[config.mk]
export PLATFORM = sky130hd
export DESIGN_NAME = pps_pulse_gen
export DESIGN_NICKNAME = d
export VERILOG_FILES = /design/src/rtl/pps_pkg.sv /design/src/rtl/pps_time_cmp.sv /design/src/rtl/pps_fixed_rate.sv /design/src/rtl/pps_cmd_engine.sv /design/src/rtl/pps_pulse_gen.sv
export SDC_FILE = /design/constraint.sdc
export NUM_CORES = 1
export LEC_CHECK = 0
export CAP_MARGIN = 10
export CELL_PAD_IN_SITES_DETAIL_PLACEMENT = 0
export CELL_PAD_IN_SITES_GLOBAL_PLACEMENT = 1
export CORE_MARGIN = 5
export CORE_UTILIZATION = 41
export CTS_CLUSTER_SIZE = 24
export DETAILED_ROUTE_END_ITERATION = 16
export PLACE_DENSITY = 0.94
export REMOVE_ABC_BUFFERS = 1
export SLEW_MARGIN = 40
export SYNTH_ARGS = -nofsm -noshare
export SYNTH_HDL_FRONTEND = slang
export SYNTH_SLANG_ARGS = --single-unit
export TNS_END_PERCENT = 50
[constraint.sdc]
create_clock -name clk -period 6.4 [get_ports clk]
set_input_delay 0.96 -clock clk [delete_from_list [all_inputs] [get_ports clk]]
set_output_delay 0.96 -clock clk [all_outputs]
set_load 0.03 [all_outputs]
[src/rtl/pps_pkg.sv]
package pps_pkg;

    localparam int CMD_W = 3;

    localparam logic [CMD_W-1:0] CMD_IDLE_CODE    = 3'd0;
    localparam logic [CMD_W-1:0] CMD_START_ONE    = 3'd1;
    localparam logic [CMD_W-1:0] CMD_START_TRAIN  = 3'd2;
    localparam logic [CMD_W-1:0] CMD_CANCEL_START = 3'd3;
    localparam logic [CMD_W-1:0] CMD_STOP_AT      = 3'd4;
    localparam logic [CMD_W-1:0] CMD_STOP_NOW     = 3'd5;
    localparam logic [CMD_W-1:0] CMD_CANCEL_STOP  = 3'd6;

    typedef enum logic [1:0] {
        ST_IDLE = 2'd0,
        ST_WAIT = 2'd1,
        ST_RUN  = 2'd2
    } run_state_e;

endpackage

[src/rtl/pps_time_cmp.sv]
module pps_time_cmp #(
    parameter int SEC_W = 32,
    parameter int SUB_W = 32
) (
    input  logic [SEC_W-1:0] now_sec_i,
    input  logic [SUB_W-1:0] now_sub_i,
    input  logic [SEC_W-1:0] tgt_sec_i,
    input  logic [SUB_W-1:0] tgt_sub_i,
    output logic             reached_o
);
    localparam int TOT_W = SEC_W + SUB_W;

    logic [TOT_W-1:0] now_all;
    logic [TOT_W-1:0] tgt_all;

    always_comb begin
        now_all   = {now_sec_i, now_sub_i};
        tgt_all   = {tgt_sec_i, tgt_sub_i};
        reached_o = (now_all >= tgt_all);
    end

endmodule

[src/rtl/pps_fixed_rate.sv]
module pps_fixed_rate #(
    parameter int SUB_W      = 32,
    parameter int SEL_W      = 4,
    parameter int BIN_MSB    = 30,
    parameter int NS_PER_SEC = 1000000000
) (
    input  logic             clk,
    input  logic             rst_n,
    input  logic [SUB_W-1:0] sub_i,
    input  logic             digital_i,
    input  logic [SEL_W-1:0] sel_i,
    output logic             pps_o
);
    localparam int NSEL = 1 << SEL_W;
    localparam logic [SUB_W-1:0] HALF_NS = SUB_W'(NS_PER_SEC / 2);

    typedef struct packed {
        logic pps;
    } fix_reg_t;

    fix_reg_t r_d, r_q;
    logic [NSEL-1:0] taps;

    // Tap 0: second-aligned half-second high window, depends on rollover.
    assign taps[0] = digital_i ? (sub_i < HALF_NS) : ~sub_i[BIN_MSB];

    generate
        for (genvar n = 1; n < NSEL; n++) begin : g_tap
            assign taps[n] = sub_i[BIN_MSB-n];
        end
    endgenerate

    always_comb begin
        r_d     = r_q;
        r_d.pps = taps[sel_i];
    end

    always_ff @(posedge clk or negedge rst_n) begin
        if (!rst_n) r_q <= '0;
        else        r_q <= r_d;
    end

    assign pps_o = r_q.pps;

    assert_bin_second_R1: assert property (@(posedge clk) disable iff (!rst_n)
        (sel_i == '0 && !digital_i) |=> (pps_o == !$past(sub_i[BIN_MSB])));

    assert_dig_second_R1: assert property (@(posedge clk) disable iff (!rst_n)
        (sel_i == '0 && digital_i) |=> (pps_o == ($past(sub_i) < HALF_NS)));

    assert_rate_tap_R2: assert property (@(posedge clk) disable iff (!rst_n)
        (sel_i != '0) |=> (pps_o == $past(sub_i[BIN_MSB - int'(sel_i)])));

endmodule

[src/rtl/pps_cmd_engine.sv]
module pps_cmd_engine
    import pps_pkg::*;
#(
    parameter int SEC_W = 32,
    parameter int SUB_W = 32,
    parameter int CNT_W = 32
) (
    input  logic             clk,
    input  logic             rst_n,
    input  logic             enable_i,
    input  logic             tick_i,
    input  logic [SEC_W-1:0] now_sec_i,
    input  logic [SUB_W-1:0] now_sub_i,
    input  logic             cmd_valid_i,
    input  logic [CMD_W-1:0] cmd_i,
    input  logic [CNT_W-1:0] interval_i,
    input  logic [CNT_W-1:0] width_i,
    input  logic [SEC_W-1:0] tgt_sec_i,
    input  logic [SUB_W-1:0] tgt_sub_i,
    output logic             pps_o,
    output logic             busy_o
);
    typedef struct packed {
        run_state_e       state;
        logic             single;
        logic             stop_pend;
        logic [SEC_W-1:0] tsec;
        logic [SUB_W-1:0] tsub;
        logic [CNT_W-1:0] ivl;
        logic [CNT_W-1:0] wid;
        logic [CNT_W-1:0] ph;
        logic             pps;
    } eng_reg_t;

    eng_reg_t r_d, r_q;
    logic reached;
    logic [CNT_W:0] ph_inc;
    logic cmd_start, cmd_cancel_start, cmd_stop_at, cmd_stop_now, cmd_cancel_stop;

    pps_time_cmp #(.SEC_W(SEC_W), .SUB_W(SUB_W)) u_cmp (
        .now_sec_i (now_sec_i),
        .now_sub_i (now_sub_i),
        .tgt_sec_i (r_q.tsec),
        .tgt_sub_i (r_q.tsub),
        .reached_o (reached)
    );

    always_comb begin
        cmd_start        = cmd_valid_i && (cmd_i == CMD_START_ONE || cmd_i == CMD_START_TRAIN);
        cmd_cancel_start = cmd_valid_i && (cmd_i == CMD_CANCEL_START);
        cmd_stop_at      = cmd_valid_i && (cmd_i == CMD_STOP_AT);
        cmd_stop_now     = cmd_valid_i && (cmd_i == CMD_STOP_NOW);
        cmd_cancel_stop  = cmd_valid_i && (cmd_i == CMD_CANCEL_STOP);
        ph_inc           = {1'b0, r_q.ph} + {{CNT_W{1'b0}}, 1'b1};

        r_d = r_q;
        if (!enable_i) begin
            r_d.state     = ST_IDLE;
            r_d.stop_pend = 1'b0;
            r_d.ph        = '0;
        end else begin
            unique case (r_q.state)
                ST_IDLE: begin
                    if (cmd_start) begin
                        r_d.state  = ST_WAIT;
                        r_d.single = (cmd_i == CMD_START_ONE);
                        r_d.tsec   = tgt_sec_i;
                        r_d.tsub   = tgt_sub_i;
                        r_d.ivl    = interval_i;
                        r_d.wid    = width_i;
                        r_d.ph     = '0;
                    end
                end
                ST_WAIT: begin
                    if (cmd_cancel_start) begin
                        r_d.state = ST_IDLE;
                    end else if (reached) begin
                        r_d.state = ST_RUN;
                        r_d.ph    = '0;
                    end
                end
                ST_RUN: begin
                    if (cmd_stop_now) begin
                        r_d.state     = ST_IDLE;
                        r_d.stop_pend = 1'b0;
                    end else if (r_q.stop_pend && reached) begin
                        r_d.state     = ST_IDLE;
                        r_d.stop_pend = 1'b0;
                    end else begin
                        if (cmd_stop_at && !r_q.single && !r_q.stop_pend) begin
                            r_d.stop_pend = 1'b1;
                            r_d.tsec      = tgt_sec_i;
                            r_d.tsub      = tgt_sub_i;
                        end else if (cmd_cancel_stop && r_q.stop_pend) begin
                            r_d.stop_pend = 1'b0;
                        end
                        if (tick_i) begin
                            if (r_q.single) begin
                                if (ph_inc >= {1'b0, r_q.wid}) r_d.state = ST_IDLE;
                                else                          r_d.ph    = ph_inc[CNT_W-1:0];
                            end else begin
                                if (ph_inc >= {1'b0, r_q.ivl}) r_d.ph = '0;
                                else                          r_d.ph = ph_inc[CNT_W-1:0];
                            end
                        end
                    end
                end
                default: r_d.state = ST_IDLE;
            endcase
        end
        r_d.pps = (r_d.state == ST_RUN) && (r_d.ph < r_d.wid);
    end

    always_ff @(posedge clk or negedge rst_n) begin
        if (!rst_n) r_q <= '0;
        else        r_q <= r_d;
    end

    assign pps_o  = r_q.pps;
    assign busy_o = (r_q.state == ST_WAIT) || r_q.stop_pend;

    assert_hold_low_R3: assert property (@(posedge clk) disable iff (!rst_n)
        (r_q.state == ST_WAIT && !reached) |=> !pps_o);

    assert_full_high_R4: assert property (@(posedge clk) disable iff (!rst_n)
        (r_q.state == ST_RUN && !r_q.single && r_q.ivl != '0 && r_q.wid >= r_q.ivl) |-> pps_o);

    assert_cancel_start_R6: assert property (@(posedge clk) disable iff (!rst_n)
        (enable_i && r_q.state == ST_WAIT && cmd_cancel_start) |=> (!pps_o && !busy_o));

    assert_stop_now_R8: assert property (@(posedge clk) disable iff (!rst_n)
        (enable_i && r_q.state == ST_RUN && cmd_stop_now) |=> (!pps_o && !busy_o));

    assert_code7_idle_R10: assert property (@(posedge clk) disable iff (!rst_n)
        (enable_i && r_q.state == ST_IDLE && cmd_valid_i && cmd_i == 3'd7) |=> (!pps_o && !busy_o));

endmodule

[src/rtl/pps_pulse_gen.sv]
module pps_pulse_gen
    import pps_pkg::*;
#(
    parameter int SEC_W      = 32,
    parameter int SUB_W      = 32,
    parameter int CNT_W      = 32,
    parameter int SEL_W      = 4,
    parameter int BIN_MSB    = 30,
    parameter int NS_PER_SEC = 1000000000
) (
    input  logic             clk,
    input  logic             rst_n,
    input  logic [SEC_W-1:0] tod_sec_i,
    input  logic [SUB_W-1:0] tod_sub_i,
    input  logic             digital_roll_i,
    input  logic             sub_tick_i,
    input  logic             cmd_mode_i,
    input  logic [SEL_W-1:0] rate_sel_i,
    input  logic             cmd_valid_i,
    input  logic [CMD_W-1:0] cmd_code_i,
    input  logic [CNT_W-1:0] pulse_interval_i,
    input  logic [CNT_W-1:0] pulse_width_i,
    input  logic [SEC_W-1:0] target_sec_i,
    input  logic [SUB_W-1:0] target_sub_i,
    output logic             pps_o,
    output logic             busy_o
);
    typedef struct packed {
        logic mode;
    } top_reg_t;

    top_reg_t r_d, r_q;
    logic fix_pps, cmd_pps, cmd_busy;

    pps_fixed_rate #(
        .SUB_W(SUB_W), .SEL_W(SEL_W), .BIN_MSB(BIN_MSB), .NS_PER_SEC(NS_PER_SEC)
    ) u_fixed (
        .clk       (clk),
        .rst_n     (rst_n),
        .sub_i     (tod_sub_i),
        .digital_i (digital_roll_i),
        .sel_i     (rate_sel_i),
        .pps_o     (fix_pps)
    );

    pps_cmd_engine #(.SEC_W(SEC_W), .SUB_W(SUB_W), .CNT_W(CNT_W)) u_engine (
        .clk         (clk),
        .rst_n       (rst_n),
        .enable_i    (cmd_mode_i),
        .tick_i      (sub_tick_i),
        .now_sec_i   (tod_sec_i),
        .now_sub_i   (tod_sub_i),
        .cmd_valid_i (cmd_valid_i),
        .cmd_i       (cmd_code_i),
        .interval_i  (pulse_interval_i),
        .width_i     (pulse_width_i),
        .tgt_sec_i   (target_sec_i),
        .tgt_sub_i   (target_sub_i),
        .pps_o       (cmd_pps),
        .busy_o      (cmd_busy)
    );

    always_comb begin
        r_d      = r_q;
        r_d.mode = cmd_mode_i;
    end

    always_ff @(posedge clk or negedge rst_n) begin
        if (!rst_n) r_q <= '0;
        else        r_q <= r_d;
    end

    assign pps_o  = r_q.mode ? cmd_pps : fix_pps;
    assign busy_o = cmd_busy;

    assert_fixed_quiet_R9: assert property (@(posedge clk) disable iff (!rst_n)
        (!cmd_mode_i) |=> !busy_o);

endmodule

==> out/results.ini <==
[setup_path]
cp_slowest_stage_delay_ps = 440
endpoint = u_engine.pps_o
startpoint = u_engine.r_q[2]
worstPathRequired_ps = 6770
setup.worst_path.start_class = flip-flop
end_kind = flip-flop
critical_path_class = flip-flop to flip-flop
reg2reg_depth = 28
worstPathArrival_ps = 6530
r2r_end = u_engine.pps_o
r2r_slack_ps = 230
r2r-start = u_engine.r_q[2]
crit_path_top_delay_cell = o311ai_0
cp_max_fo = 8

[sta]
finClkSkew_ps = 22.42
clock.fmax_mhz = 162.2
slew_headroom = 0.5255
worstMarginPinSlew_ps = 709.9
min_period_ps = 6167
slew_viol_final = 0
post-route-period-util = 0.9636
finalSetupViolCount = 0
hold_viol = 0

[final_layout]
fillers = 2626
seq_area_um2 = 4182
layoutNonFillerInstCount = 1958
area_growth_syn_to_layout_pct = 30.57
drive_gt1_frac = 0.1105
multi_input_area_um2 = 6895
num_antenna_cells = 0
fin_nets = 1926

[die]
core_area_um2 = 28470
die_h_um = 179.3
ios = 207
rows = 62
start_util = 0.4125
die_x_um = 179.3
dieArea_um2 = 32130

[power]
p_int_mw = 2.205
ir_drop_uv = 198.3
power.leakage_nw = 7.372
clockPowerShare = 0.318
seqPwrFrac = 0.400
power_density_nw_per_um2 = 216.5
combPwrFrac = 0.282
net-switching-power_mw = 1.114
p_sw_frac = 0.3357
p_total_mw = 3.320

[cts]
cts.sinks = 167
cts_hold_buf = 0
path_clk_slew_ps = 70
cts_tree = built
htree_levels = 4
insertion_delay_ps = 450
numCtsBuffers = 17
clk_path_buf_depth = 2
cts-root-buf = clkbuf_16

[placement]
dp_hpwl_mm = 26.39
gp_congestion = 0.9098
dp.cells = 1922
portBuffers = 206

[grt]
grt_max_degree = 65
use_met1 = 0.2672
grt_pass1_wl_mm = 53.34
grt_overflow = 0
grt_util_all_layers = 0.2086
grt_use_met3 = 0.05399
grt.busiest_layer = met2
gr-usage-met2 = 0.3541
first_global_vias = 10480
antenna_found_initial = 2

[detailed_routing]
vias = 10230
first_iter_violations = 691
drcViolationCount = 0
routedWlPerCell_um = 17.02
first_pass_iters = 5
routed_wl_mm = 33.32
ant_nets = 0
vias_per_cell = 5.223

[yosys]
synth-edff-count = 0
yosys_warnings = 0
async_reset_ff_frac = 1.000
synth.avg_cell_area_um2 = 8.884
synth_cells = 1322
synth-main-ff-cell = dfrtp_1
synthDistinctLibCells = 72
ys_ff_latch = 167
netlist_area_um2 = 11750
ys_seq_area_frac = 0.3558

[worst_hold_path]
hold_path.class = input pin to async pin

[run_status]
status = finished clean

[run]
cap_violations = 0

-- cell families (layout without fill, tap and decap cells) --
kind of cell / Yosys count / in the layout / share of synthesized area
flip-flops: 167 / 167 / 0.3558
buffers and inverters: 214 / 466 / 0.06988
AND/OR/NAND/NOR: 394 / 394 / 0.1572
multiplexers: 70 / 70 / 0.06658
AO/OA/AOI/OAI: 286 / 286 / 0.1569
adder cells (fa/ha/maj): 160 / 160 / 0.1704
XOR/XNOR: 31 / 31 / 0.02312
-- layer usage --
| metal | vias up | part of all wire |
|---|---|---|
| met1 | 4735 | 0.43 |
| met2 | 331 | 0.48 |
| li1 | 5112 | - |
| met3 | 45 | 0.073 |
| met4 | 4 | 0.015 |
| met5 | - | 0.00081 |
-- placed cells by master (no fill, tap or decap), types with 5 or more instances in the layout --
cell type / instances
ha_1: 160
mux2i_1: 32
nor2_1: 44
a21o_1: 18
a31oi_1: 10
dfrtp_1: 165
a21oi_1: 65
clkbuf_16: 17
nand3_1: 41
clkdlybuf4s50_1: 205
nand2b_1: 7
xnor2_1: 15
nand4_1: 24
nor3_1: 12
inv_1: 168
mux2_2: 35
o211ai_1: 7
nand2_1: 200
and4_1: 8
and3_1: 14
o311ai_0: 15
clkinv_8: 5
and2_1: 6
o21a_1: 5
inv_6: 5
buf_4: 56
o21ai_0: 94
xor2_1: 10
a211oi_1: 14
-- critical path, delay by kind of cell (launching register included) --
family                   cells  cell delay (ps)
AND/OR/NAND/NOR              6             1180
AO/OA/AOI/OAI               15             3020
buffers and inverters        3              500
XOR/XNOR                     1              180
flip-flops                   1              370
adder cells (fa/ha/maj)      3              830
-- stage by stage --
step | hold slack, ps | cell area, um^2 | worst slack (ps) | setup TNS, ps | utilization
after global routing | 462.6 | 15340 | -32.01 | -32.01 | 0.5387
after CTS | 453.1 | 15160 | 38.56 | 0 | 0.5326
final | 431.8 | 15340 | 233.2 | 0 | 0.5387
after detailed placement | 469.8 | 14560 | -47.25 | -47.25 | 0.5113
after floorplan | 449.8 | 11550 | 383.8 | 0 | -
after global placement | 461.2 | 14520 | 98.87 | 0 | 0.5098
-- worst min path at each step --
stage	to	slack, ps	depth (start not counted)
finish	u_engine.r_q[38]	430	1
global route	u_engine.r_q[38]	460	1
detailed placement	u_engine.r_q[133]	470	2
floorplan	u_engine.r_q[100]	450	2
global placement	u_engine.r_q[159]	460	2
CTS	u_engine.r_q[38]	450	1
-- what timing repair did --
action                     in CTS  in global routing
resized for setup               1                 30
setup buffers                   0                  4
setup endpoints to repair       1                  1
pin swaps                       0                  5
-- synthesized netlist by cell type, types with 3 or more instances --
library cell	instances	area [um^2]
dfrtp_1	167	4179
a211oi_1	15	112.6
ha_1	160	2002
a22o_1	4	35.03
o31ai_1	3	22.52
o21a_1	5	37.54
a221o_1	3	30.03
mux4_2	3	67.56
a2bb2oi_1	4	35.03
o21ai_0	94	470.5
xnor2_1	19	166.4
and3_1	16	100.1
or3_1	3	18.77
nor2b_1	4	25.02
xor2_1	12	105.1
clkbuf_1	37	138.9
inv_1	168	630.6
a31oi_1	10	62.56
mux2i_1	32	320.3
o311ai_0	17	148.9
or2_2	3	18.77
nor3_1	15	75.07
nor4_1	4	25.02
a21boi_0	3	22.52
a221oi_1	3	26.28
o31a_1	3	26.28
a21o_1	18	135.1
a2111oi_0	3	26.28
o211ai_1	7	52.55
nand2_1	201	754.5
buf_2	5	25.02
nor2_1	48	180.2
nand3_1	43	215.2
and4_1	9	78.83
a21oi_1	65	325.3
mux2_2	35	394.1
and2_1	8	50.05
nand2b_1	7	43.79
nand4_1	24	150.1
-- flip-flops by register name, summed over array words and instances, names as in the netlist --
name            count
u_fixed.pps_o       1
u_engine.r_q      164
u_engine.pps_o      1
r_q                 1
-- cell type report --
type	instances	share of cell area
clock buffer	17	0.02774
clock inverter	15	0.01150
inverter	168	0.04112
multi-input combinational	941	0.4496
sequential	167	0.2727
tap	384	0.03133
timing repair buffer	266	0.1660
-- power groups by stage --
stage,sequential [mW],clock (mW),combinational [mW]
2_1_floorplan,1.32,0,0.577
3_3_place_gp,1.34,0,0.902
3_5_place_dp,1.35,0,0.935
4_1_cts,1.33,1.08,0.943
5_1_grt,1.35,1.13,1.08
6_report,1.33,1.05,0.937
(Power assumes the default switching activity.)
